<file path="config.mk">
export PLATFORM = sky130hd
export DESIGN_NAME = irq_status_ctrl
export DESIGN_NICKNAME = d
export VERILOG_FILES = /design/src/rtl/irq_ctrl_pkg.sv /design/src/rtl/irq_stat_cell.sv /design/src/rtl/irq_host_regs.sv /design/src/rtl/irq_status_ctrl.sv
export SDC_FILE = /design/constraint.sdc
export NUM_CORES = 1
export LEC_CHECK = 0
export CORE_MARGIN = 2
export CORE_UTILIZATION = 40
export CTS_BUF_LIST = sky130_fd_sc_hd__clkbuf_4 sky130_fd_sc_hd__clkbuf_8 sky130_fd_sc_hd__clkbuf_16
export DETAILED_ROUTE_END_ITERATION = 7
export HOLD_SLACK_MARGIN = 0.1
export PLACE_DENSITY_LB_ADDON = 0.3
export SETUP_SLACK_MARGIN = 0.15
export SKIP_CTS_REPAIR_TIMING = 1
export SLEW_MARGIN = 10
export SYNTH_ARGS = -nofsm -noshare
export SYNTH_HDL_FRONTEND = slang
export SYNTH_SLANG_ARGS = --single-unit
</file>
<file path="constraint.sdc">
create_clock -name clk -period 1.1 [get_ports clk]
set_clock_uncertainty 0.15 [all_clocks]
set_input_delay 0.165 -clock clk [delete_from_list [all_inputs] [get_ports clk]]
set_output_delay 0.165 -clock clk [all_outputs]
set_load 0.005 [all_outputs]
</file>
<file path="src/rtl/irq_ctrl_pkg.sv">
package irq_ctrl_pkg;
   localparam int ADDR_W = 2;
   typedef enum logic [ADDR_W-1:0] {
      SEL_MASK = 2'd0,
      SEL_MODE = 2'd1,
      SEL_STAT = 2'd2,
      SEL_NONE = 2'd3
   } reg_sel_e;
endpackage

</file>
<file path="src/rtl/irq_stat_cell.sv">
module irq_stat_cell (
   input  logic clk,
   input  logic rst_n,
   input  logic evt_i,
   input  logic mask_i,
   input  logic enh_i,
   input  logic clr_i,
   output logic stat_o
);
   logic stat_q;
   logic admit;

   // capture-all admits every event; gated admits only masked-in ones
   assign admit = enh_i | mask_i;

   always_ff @(posedge clk) begin
      if (!rst_n) stat_q <= 1'b0;
      else        stat_q <= (stat_q & ~clr_i) | (evt_i & admit);
   end

   assign stat_o = stat_q;


   gated_block_chk: assert property (@(posedge clk) disable iff (!rst_n)
      (!enh_i && !mask_i && (clr_i || !stat_q)) |=> !stat_o);

   capture_all_chk: assert property (@(posedge clk) disable iff (!rst_n)
      (enh_i && evt_i) |=> stat_o);

   clr_keep_new_chk: assert property (@(posedge clk) disable iff (!rst_n)
      (clr_i && evt_i && mask_i) |=> stat_o);

   clr_drop_chk: assert property (@(posedge clk) disable iff (!rst_n)
      (clr_i && !evt_i) |=> !stat_o);
endmodule

</file>
<file path="src/rtl/irq_host_regs.sv">
module irq_host_regs
   import irq_ctrl_pkg::*;
#(
   parameter int NUM_SRC = 15,
   parameter int DATA_W  = 16
) (
   input  logic              clk,
   input  logic              rst_n,
   input  logic              wr_en_i,
   input  logic              rd_en_i,
   input  logic [ADDR_W-1:0] addr_i,
   input  logic [DATA_W-1:0] wdata_i,
   input  logic [NUM_SRC-1:0] stat_i,
   output logic [NUM_SRC-1:0] mask_o,
   output logic              enh_o,
   output logic              clr_o,
   output logic [DATA_W-1:0] rdata_o
);
   logic [NUM_SRC-1:0] mask_q;
   logic               enh_q;
   logic               hit_mask, hit_mode, hit_stat;

   assign hit_mask = (addr_i == SEL_MASK);
   assign hit_mode = (addr_i == SEL_MODE);
   assign hit_stat = (addr_i == SEL_STAT);

   always_ff @(posedge clk) begin
      if (!rst_n) begin
         mask_q <= '0;
         enh_q  <= 1'b0;
      end else if (wr_en_i) begin
         if (hit_mask) mask_q <= wdata_i[NUM_SRC-1:0];
         if (hit_mode) enh_q  <= wdata_i[0];
      end
   end

   assign mask_o = mask_q;
   assign enh_o  = enh_q;
   assign clr_o  = rd_en_i & hit_stat;

   always_comb begin
      rdata_o = '0;
      if (rd_en_i) begin
         if (hit_mask) rdata_o[NUM_SRC-1:0] = mask_q;
         if (hit_mode) rdata_o[0]           = enh_q;
         if (hit_stat) rdata_o[NUM_SRC-1:0] = stat_i;
      end
   end


   mode_wr_chk: assert property (@(posedge clk) disable iff (!rst_n)
      (wr_en_i && hit_mode) |=> (enh_o == $past(wdata_i[0])));
endmodule

</file>
<file path="src/rtl/irq_status_ctrl.sv">
module irq_status_ctrl
   import irq_ctrl_pkg::*;
#(
   parameter int NUM_SRC = 15,
   parameter int DATA_W  = 16
) (
   input  logic               clk,
   input  logic               rst_n,
   input  logic [NUM_SRC-1:0] evt_i,
   input  logic               wr_en_i,
   input  logic               rd_en_i,
   input  logic [ADDR_W-1:0]  addr_i,
   input  logic [DATA_W-1:0]  wdata_i,
   output logic [DATA_W-1:0]  rdata_o,
   output logic               irq_o
);
   localparam int SPARE_W = DATA_W - NUM_SRC;

   generate
      if (NUM_SRC < 1 || SPARE_W < 0) begin : g_bad_width
         $error("NUM_SRC must lie between 1 and DATA_W");
      end
   endgenerate

   logic [NUM_SRC-1:0] mask_w, stat_w;
   logic               enh_w, clr_w;

   irq_host_regs #(.NUM_SRC(NUM_SRC), .DATA_W(DATA_W)) u_regs (
      .clk     (clk),
      .rst_n   (rst_n),
      .wr_en_i (wr_en_i),
      .rd_en_i (rd_en_i),
      .addr_i  (addr_i),
      .wdata_i (wdata_i),
      .stat_i  (stat_w),
      .mask_o  (mask_w),
      .enh_o   (enh_w),
      .clr_o   (clr_w),
      .rdata_o (rdata_o)
   );

   generate
      for (genvar i = 0; i < NUM_SRC; i++) begin : g_cell
         irq_stat_cell u_cell (
            .clk    (clk),
            .rst_n  (rst_n),
            .evt_i  (evt_i[i]),
            .mask_i (mask_w[i]),
            .enh_i  (enh_w),
            .clr_i  (clr_w),
            .stat_o (stat_w[i])
         );
      end
   endgenerate

   assign irq_o = |(stat_w & mask_w);


   mask_zero_chk: assert property (@(posedge clk) disable iff (!rst_n)
      (wr_en_i && addr_i == SEL_MASK && wdata_i[NUM_SRC-1:0] == '0) |=> !irq_o);

   read_quiet_chk: assert property (@(posedge clk) disable iff (!rst_n)
      (clr_w && evt_i == '0) |=> !irq_o);

   stat_ro_chk: assert property (@(posedge clk) disable iff (!rst_n)
      (wr_en_i && !rd_en_i && addr_i == SEL_STAT && evt_i == '0) |=> $stable(stat_w));

   irq_needs_mask_chk: assert property (@(posedge clk) disable iff (!rst_n)
      (irq_o && $stable(mask_w)) |-> (mask_w != '0));
endmodule

</file>
# Word-level counts from Yosys, hierarchy flattened
# Cells that the tools add are included.
dict set report totals {
  inputBits 37
  register_bits 31
}
dict set report classes {
  n_reduce_logical 4
  n_eq_ne 2
  n_mux 4
  n_bitwise 63
}
# cell count
set ops {}
lappend ops {{$mux 15} 3}
lappend ops {{$and 1x1->1} 31}
lappend ops {{$or 1x1->1} 30}
lappend ops {{$and 15x15->15} 1}
lappend ops {{$reduce_or 15->1} 1}
lappend ops {{$reduce_and 2->1} 2}
lappend ops {{$eq 2x1->1 const B} 1}
lappend ops {{$eq 2x2->1 const B} 1}
lappend ops {{$logic_not 2->1} 1}
lappend ops {{$mux 1} 1}
lappend ops {{$not 1->1} 1}

# Logic depth before layout (Yosys ltp)
dict set report depth {
  word_depth 5
  depth_mapped 5
  mapped_depth_nobuf 3
}

# Hierarchy
# From an unflattened synthesis, not the netlist that was laid out.
dict set report hier_totals {
  cells_unflattened 181
  hier_area_um2 1527.7
}
# mod n_inst area_per_inst_um2 seq_area_each_um2 cells_per_inst
set by_module_without_submodules {}
lappend by_module_without_submodules {irq_host_regs 1 875.8 320.3 112}
lappend by_module_without_submodules {irq_stat_cell 15 38.8 20.0 4}
lappend by_module_without_submodules {irq_status_ctrl 1 70.1 0.0 9}

# Worst setup path before layout
# No wires, ideal clock.
dict set report synth_path {
  path_kind {register to output}
  from {reg g_cell[5].u_cell.stat_q}
  to {out irq_o}
  required_time_ps 785
  path_slack_ps -83
  t_arrival_ps 868
  path_stages_with_launch 4
  path_buffers 0
  cell_sequence {dfxtp_1 -> a222oi_1 -> and3_1 -> nand4_1}
}
dict set report synth_between {
  elab_chain_len 2
}
# element line_no
set synth_lines {}
lappend synth_lines {{start, declared} irq_stat_cell.sv:10} ;# logic stat_q;
lappend synth_lines {{start signal, assigned} irq_stat_cell.sv:18} ;# else stat_q <= (stat_q & ~clr_i) | (evt_i & admit);
lappend synth_lines {{$and 15x15->15} irq_status_ctrl.sv:56} ;# assign irq_o = |(stat_w & mask_w);
lappend synth_lines {{$reduce_or 15->1} irq_status_ctrl.sv:56}
lappend synth_lines {{end, declared} irq_status_ctrl.sv:15} ;# output logic irq_o
# No other way between the ends.

# Final worst setup path
dict set report layout_path {
  from {reg u_regs.mask_q[5] (netlist: u_regs.mask_o[5])}
  to {out irq_o}
}
dict set report layout_between {
  elab_chain_len 2
}
# element line_no
set layout_lines {}
lappend layout_lines {{start, declared} irq_host_regs.sv:19} ;# logic [NUM_SRC-1:0] mask_q;
lappend layout_lines {{start signal, assigned} irq_host_regs.sv:32} ;# if (hit_mask) mask_q <= wdata_i[NUM_SRC-1:0];
lappend layout_lines {{$and 15x15->15} irq_status_ctrl.sv:56}
lappend layout_lines {{$reduce_or 15->1} irq_status_ctrl.sv:56}
# No other way between the ends.

==> reports/qor.log <==
qor: yosys.mappedNetlistNets 206
qor: worst_setup_path.regToRegStartpoint u_regs.enh_o
qor: worst_setup_path.cp_data_arrival_time 1.49 ns
qor: timing.hold_viol 0
qor: detailed_routing.postRouteWirelength 5.68 mm
qor: pwr.switching_power_of_the_nets 0.699 mW
qor: pwr.seq_power_share 0.406
qor: clocking.cts.htree.levels 2
qor: global_routing.grt_usage 0.203
qor: yosys.synth_seq_cells 31
qor: clocking.clock-root-buffer sky130_fd_sc_hd__clkbuf_8
qor: worst_setup_path.timing.critical_path.fanout_max 2
qor: clocking.cts-buffers-inserted 5
qor: floorplanning.placementRows 22
qor: timing.setup-tns-final -5.32 ns
qor: global_routing.antenna_found_initial 0
qor: detailed_routing.dr_total_vias 1701
qor: layout.layout-area-overhead-vs-synth 96.9%
qor: worst_setup_path.crit_buf_inv 1
qor: run_status.status finished, violations left
qor: timing.final.min_clock_period 1.80 ns
qor: pwr.power.internal 2.26 mW
qor: clocking.worst_setup_hold_path_clk_slew 0.07 ns
qor: worst_hold_path.worst_hold_path.endpoint u_regs.mask_o[4]
qor: floorplanning.die-area 4260 µm²
qor: worst_setup_path.start_kind flip-flop
qor: detailed_routing.vias_per_cell 5.27
qor: floorplanning.floorplan.die.height 65.3 µm
qor: global_routing.first_global_vias 1444
qor: detailed_routing.wl_per_cell 17.6 µm
qor: placed_design.place.port_buffers 51
qor: yosys.edff_count_synth 0
qor: worst_hold_path.hold_depth 6
qor: timing.max_freq 0.555 GHz
qor: pwr.vdd_drop_max 0.000781 V
qor: worst_setup_path.criticalPathCategory reg -> out
qor: global_routing.largest_net_degree_at_the_start_of_global_routing 32
qor: layout.antenna_cells_inserted 0
qor: worst_setup_path.critical-path-max-stage-delay 0.41 ns
qor: worst_setup_path.r2r_slack 0 ns
qor: detailed_routing.drtPass1Iterations 4
qor: pwr.power_frac_comb 0.194
qor: placed_design.total_half_perimeter_wirelength_after_legalization_and_detailed_placement 2.96 mm
qor: clocking.worstSkewPairLatency 0.29 ns
qor: placed_design.gp_congestion 0.755
qor: floorplanning.die_x 65.3 µm
qor: worst_hold_path.min-delay-path-class in -> reg
qor: worst_setup_path.critical_path.slowest_cell sky130_fd_sc_hd__a222oi_1
qor: worst_setup_path.worstReg2RegEnd u_regs.enh_o
qor: worst_setup_path.rr_worst_depth 4
qor: pwr.totalPowerFinal 2.96 mW
qor: detailed_routing.drt-initial-drc-count 68
qor: yosys.synth_cell_types 26
qor: worst_setup_path.crit_path_cell_trace a222oi_1, and3_1, nand4_1, clkbuf_2
qor: detailed_routing.ant_nets 0
qor: job.max_cap_viol_count 0
qor: placed_design.dpl_worst_slack -0.959 ns
qor: worst_setup_path.worstPathRequired 0.78 ns
qor: run_status.violations negative setup slack
qor: layout.layout-drive-gt1-share 0.582
qor: placed_design.dp_cells 300
qor: worst_setup_path.end_kind output port
qor: timing.worst_slack -0.703 ns
qor: floorplanning.placeable_core_area 3630 µm²
qor: worst_hold_path.timing.hold.worst.start addr_i[1]
qor: timing.finalMaxSlewViolations 0
qor: layout.final-instance-count-excl-fill 323
qor: floorplanning.initial_core_util 0.414
qor: clocking.tritoncts_num_sinks 31
qor: pwr.power.static_leakage 1.25 nW
qor: pwr.sw_frac_of_total 0.237
qor: pwr.pwr_density_cell 999 nW/µm²
qor: yosys.synthArstFlopShare 0
qor: yosys.netlist_area 1500 µm²
qor: worst_setup_path.critical_path.top_delay_family compound AO/OA/AOI/OAI gates
qor: layout.num-nets-final 311
qor: timing.grt_setup_unrepaired true
qor: pwr.p_clk_frac 0.400
qor: clocking.tritoncts done
qor: yosys.netlist_instances 169
qor: global_routing.grt_overflow 0
qor: detailed_routing.detail_route.drc_violations 0
qor: timing.post_route_fraction_of_the_period_consumed_by_the_critical_path 1.64
qor: yosys.ys.warnings.count 0
qor: worst_setup_path.critical_path_depth 4
qor: yosys.postSynth.topFlopCell sky130_fd_sc_hd__dfxtp_1
qor: yosys.synth.yosys.seq_area_share 0.413
qor: floorplanning.floorplan.io_pins 54
qor: yosys.syn_avg_cell_area 8.89 µm²
qor: clocking.cts_buffer_depth 2
qor: timing.setup_violations 17
qor: global_routing.global_route_wire_length_before_repair 6.54 mm
cell usage in the layout, fill, tap and decap left out, types with 2 or more instances in the layout:
| cell | n |
|---|---|
| sky130_fd_sc_hd__buf_6 | 33 |
| sky130_fd_sc_hd__nand2_1 | 30 |
| sky130_fd_sc_hd__clkdlybuf4s50_1 | 30 |
| sky130_fd_sc_hd__buf_4 | 25 |
| sky130_fd_sc_hd__a21boi_1 | 24 |
| sky130_fd_sc_hd__dfxtp_2 | 20 |
| sky130_fd_sc_hd__o21ai_2 | 14 |
| sky130_fd_sc_hd__nand2_2 | 10 |
| sky130_fd_sc_hd__dfxtp_1 | 10 |
| sky130_fd_sc_hd__clkbuf_2 | 10 |
| sky130_fd_sc_hd__a22o_4 | 7 |
| sky130_fd_sc_hd__a22o_2 | 7 |
| sky130_fd_sc_hd__a21boi_2 | 6 |
| sky130_fd_sc_hd__clkbuf_8 | 6 |
| sky130_fd_sc_hd__nand2_4 | 5 |
| sky130_fd_sc_hd__a22oi_1 | 4 |
| sky130_fd_sc_hd__clkbuf_16 | 4 |
| sky130_fd_sc_hd__nand3b_1 | 3 |
| sky130_fd_sc_hd__buf_8 | 3 |
| sky130_fd_sc_hd__buf_12 | 3 |
| sky130_fd_sc_hd__nor3b_4 | 2 |
| sky130_fd_sc_hd__mux2i_1 | 2 |
| sky130_fd_sc_hd__o21ai_1 | 2 |
| sky130_fd_sc_hd__dlymetal6s2s_1 | 2 |
power by group through the flow:
stage | Combinational (mW) | Sequential (mW) | Clock, mW
3_3_place_gp | 0.405 | 1.21 | 0
4_1_cts | 0.411 | 1.19 | 1.18
5_1_grt | 0.604 | 1.20 | 1.26
6_report | 0.575 | 1.20 | 1.18
2_1_floorplan | 0.143 | 1.22 | 0
3_5_place_dp | 0.408 | 1.21 | 0
routing by layer:
metal / GRT usage / share of wire / up-vias
li1: - / - / 819
met1: 0.249 / 0.41 / 810
met2: 0.341 / 0.51 / 61
met3: 0.0651 / 0.057 / 11
met4: 0.0547 / 0.018 / 0
met5: 0 / 0 / -
cell families after synthesis:
group                  share of synthesized area
DFF                                        0.413
and+or+nand+nor                            0.177
other                                    0.00250
muxes                                     0.0133
AOI/OAI and AO/OA                          0.335
buffers and inverters                     0.0591
flip-flops by register name (all words and copies together), names as in the netlist:
register and count:
u_regs.enh_o 1, u_regs.mask_o 15, g_cell.u_cell.stat_o 15
Yosys cell counts, types with 2 or more instances:
library cell,instances,area [µm²]
sky130_fd_sc_hd__dfxtp_1,31,621
sky130_fd_sc_hd__mux2i_1,2,20.0
sky130_fd_sc_hd__o21ai_0,16,80.1
sky130_fd_sc_hd__buf_6,3,33.8
sky130_fd_sc_hd__a21boi_0,24,180
sky130_fd_sc_hd__nand3b_1,3,22.5
sky130_fd_sc_hd__buf_2,2,10.0
sky130_fd_sc_hd__nand2_1,45,169
sky130_fd_sc_hd__buf_4,2,15.0
sky130_fd_sc_hd__a22oi_1,4,30.0
sky130_fd_sc_hd__a22o_2,14,140
sky130_fd_sc_hd__a21boi_1,6,45.0
sky130_fd_sc_hd__clkbuf_1,4,15.0
worst reg2reg max path: stages, from the launching register on:
cell and delay (ns):
sky130_fd_sc_hd__dfxtp_4 0.36, sky130_fd_sc_hd__buf_6 0.12, sky130_fd_sc_hd__clkbuf_16 0.16, sky130_fd_sc_hd__mux2i_1 0.14
sky130_fd_sc_hd__nor2b_1 0.06
worst max path at each step:
stage                     slack [ns]                    start    endpoint
after floorplan                -0.08  g_cell[5].u_cell.stat_o       irq_o
after CTS                      -1.03  g_cell[5].u_cell.stat_o       irq_o
after detailed placement       -0.96                  rd_en_i  rdata_o[7]
after global placement         -0.95                  rd_en_i  rdata_o[7]
final                          -0.70         u_regs.mask_o[5]       irq_o
after global routing           -0.79         u_regs.mask_o[5]       irq_o
stage by stage:
stage	hold WS, ns	area [µm²]	util
after detailed placement	0.320	2340	0.644
final	0.246	2960	0.814
after CTS	0.268	2460	0.677
after global routing	0.262	2960	0.814
after global placement	0.310	2340	0.644
after floorplan	0.154	1520	-
layout make-up:
type,instances,area [µm²]
multi-input cells,126,992
flip-flops and latches,31,649
fillers,206,674
clock buffers,6,82.6
well taps,48,60.1
clock inverters,2,35.0
repair buffers,110,1140
Note: power is estimated with default switching activity, not from simulation.
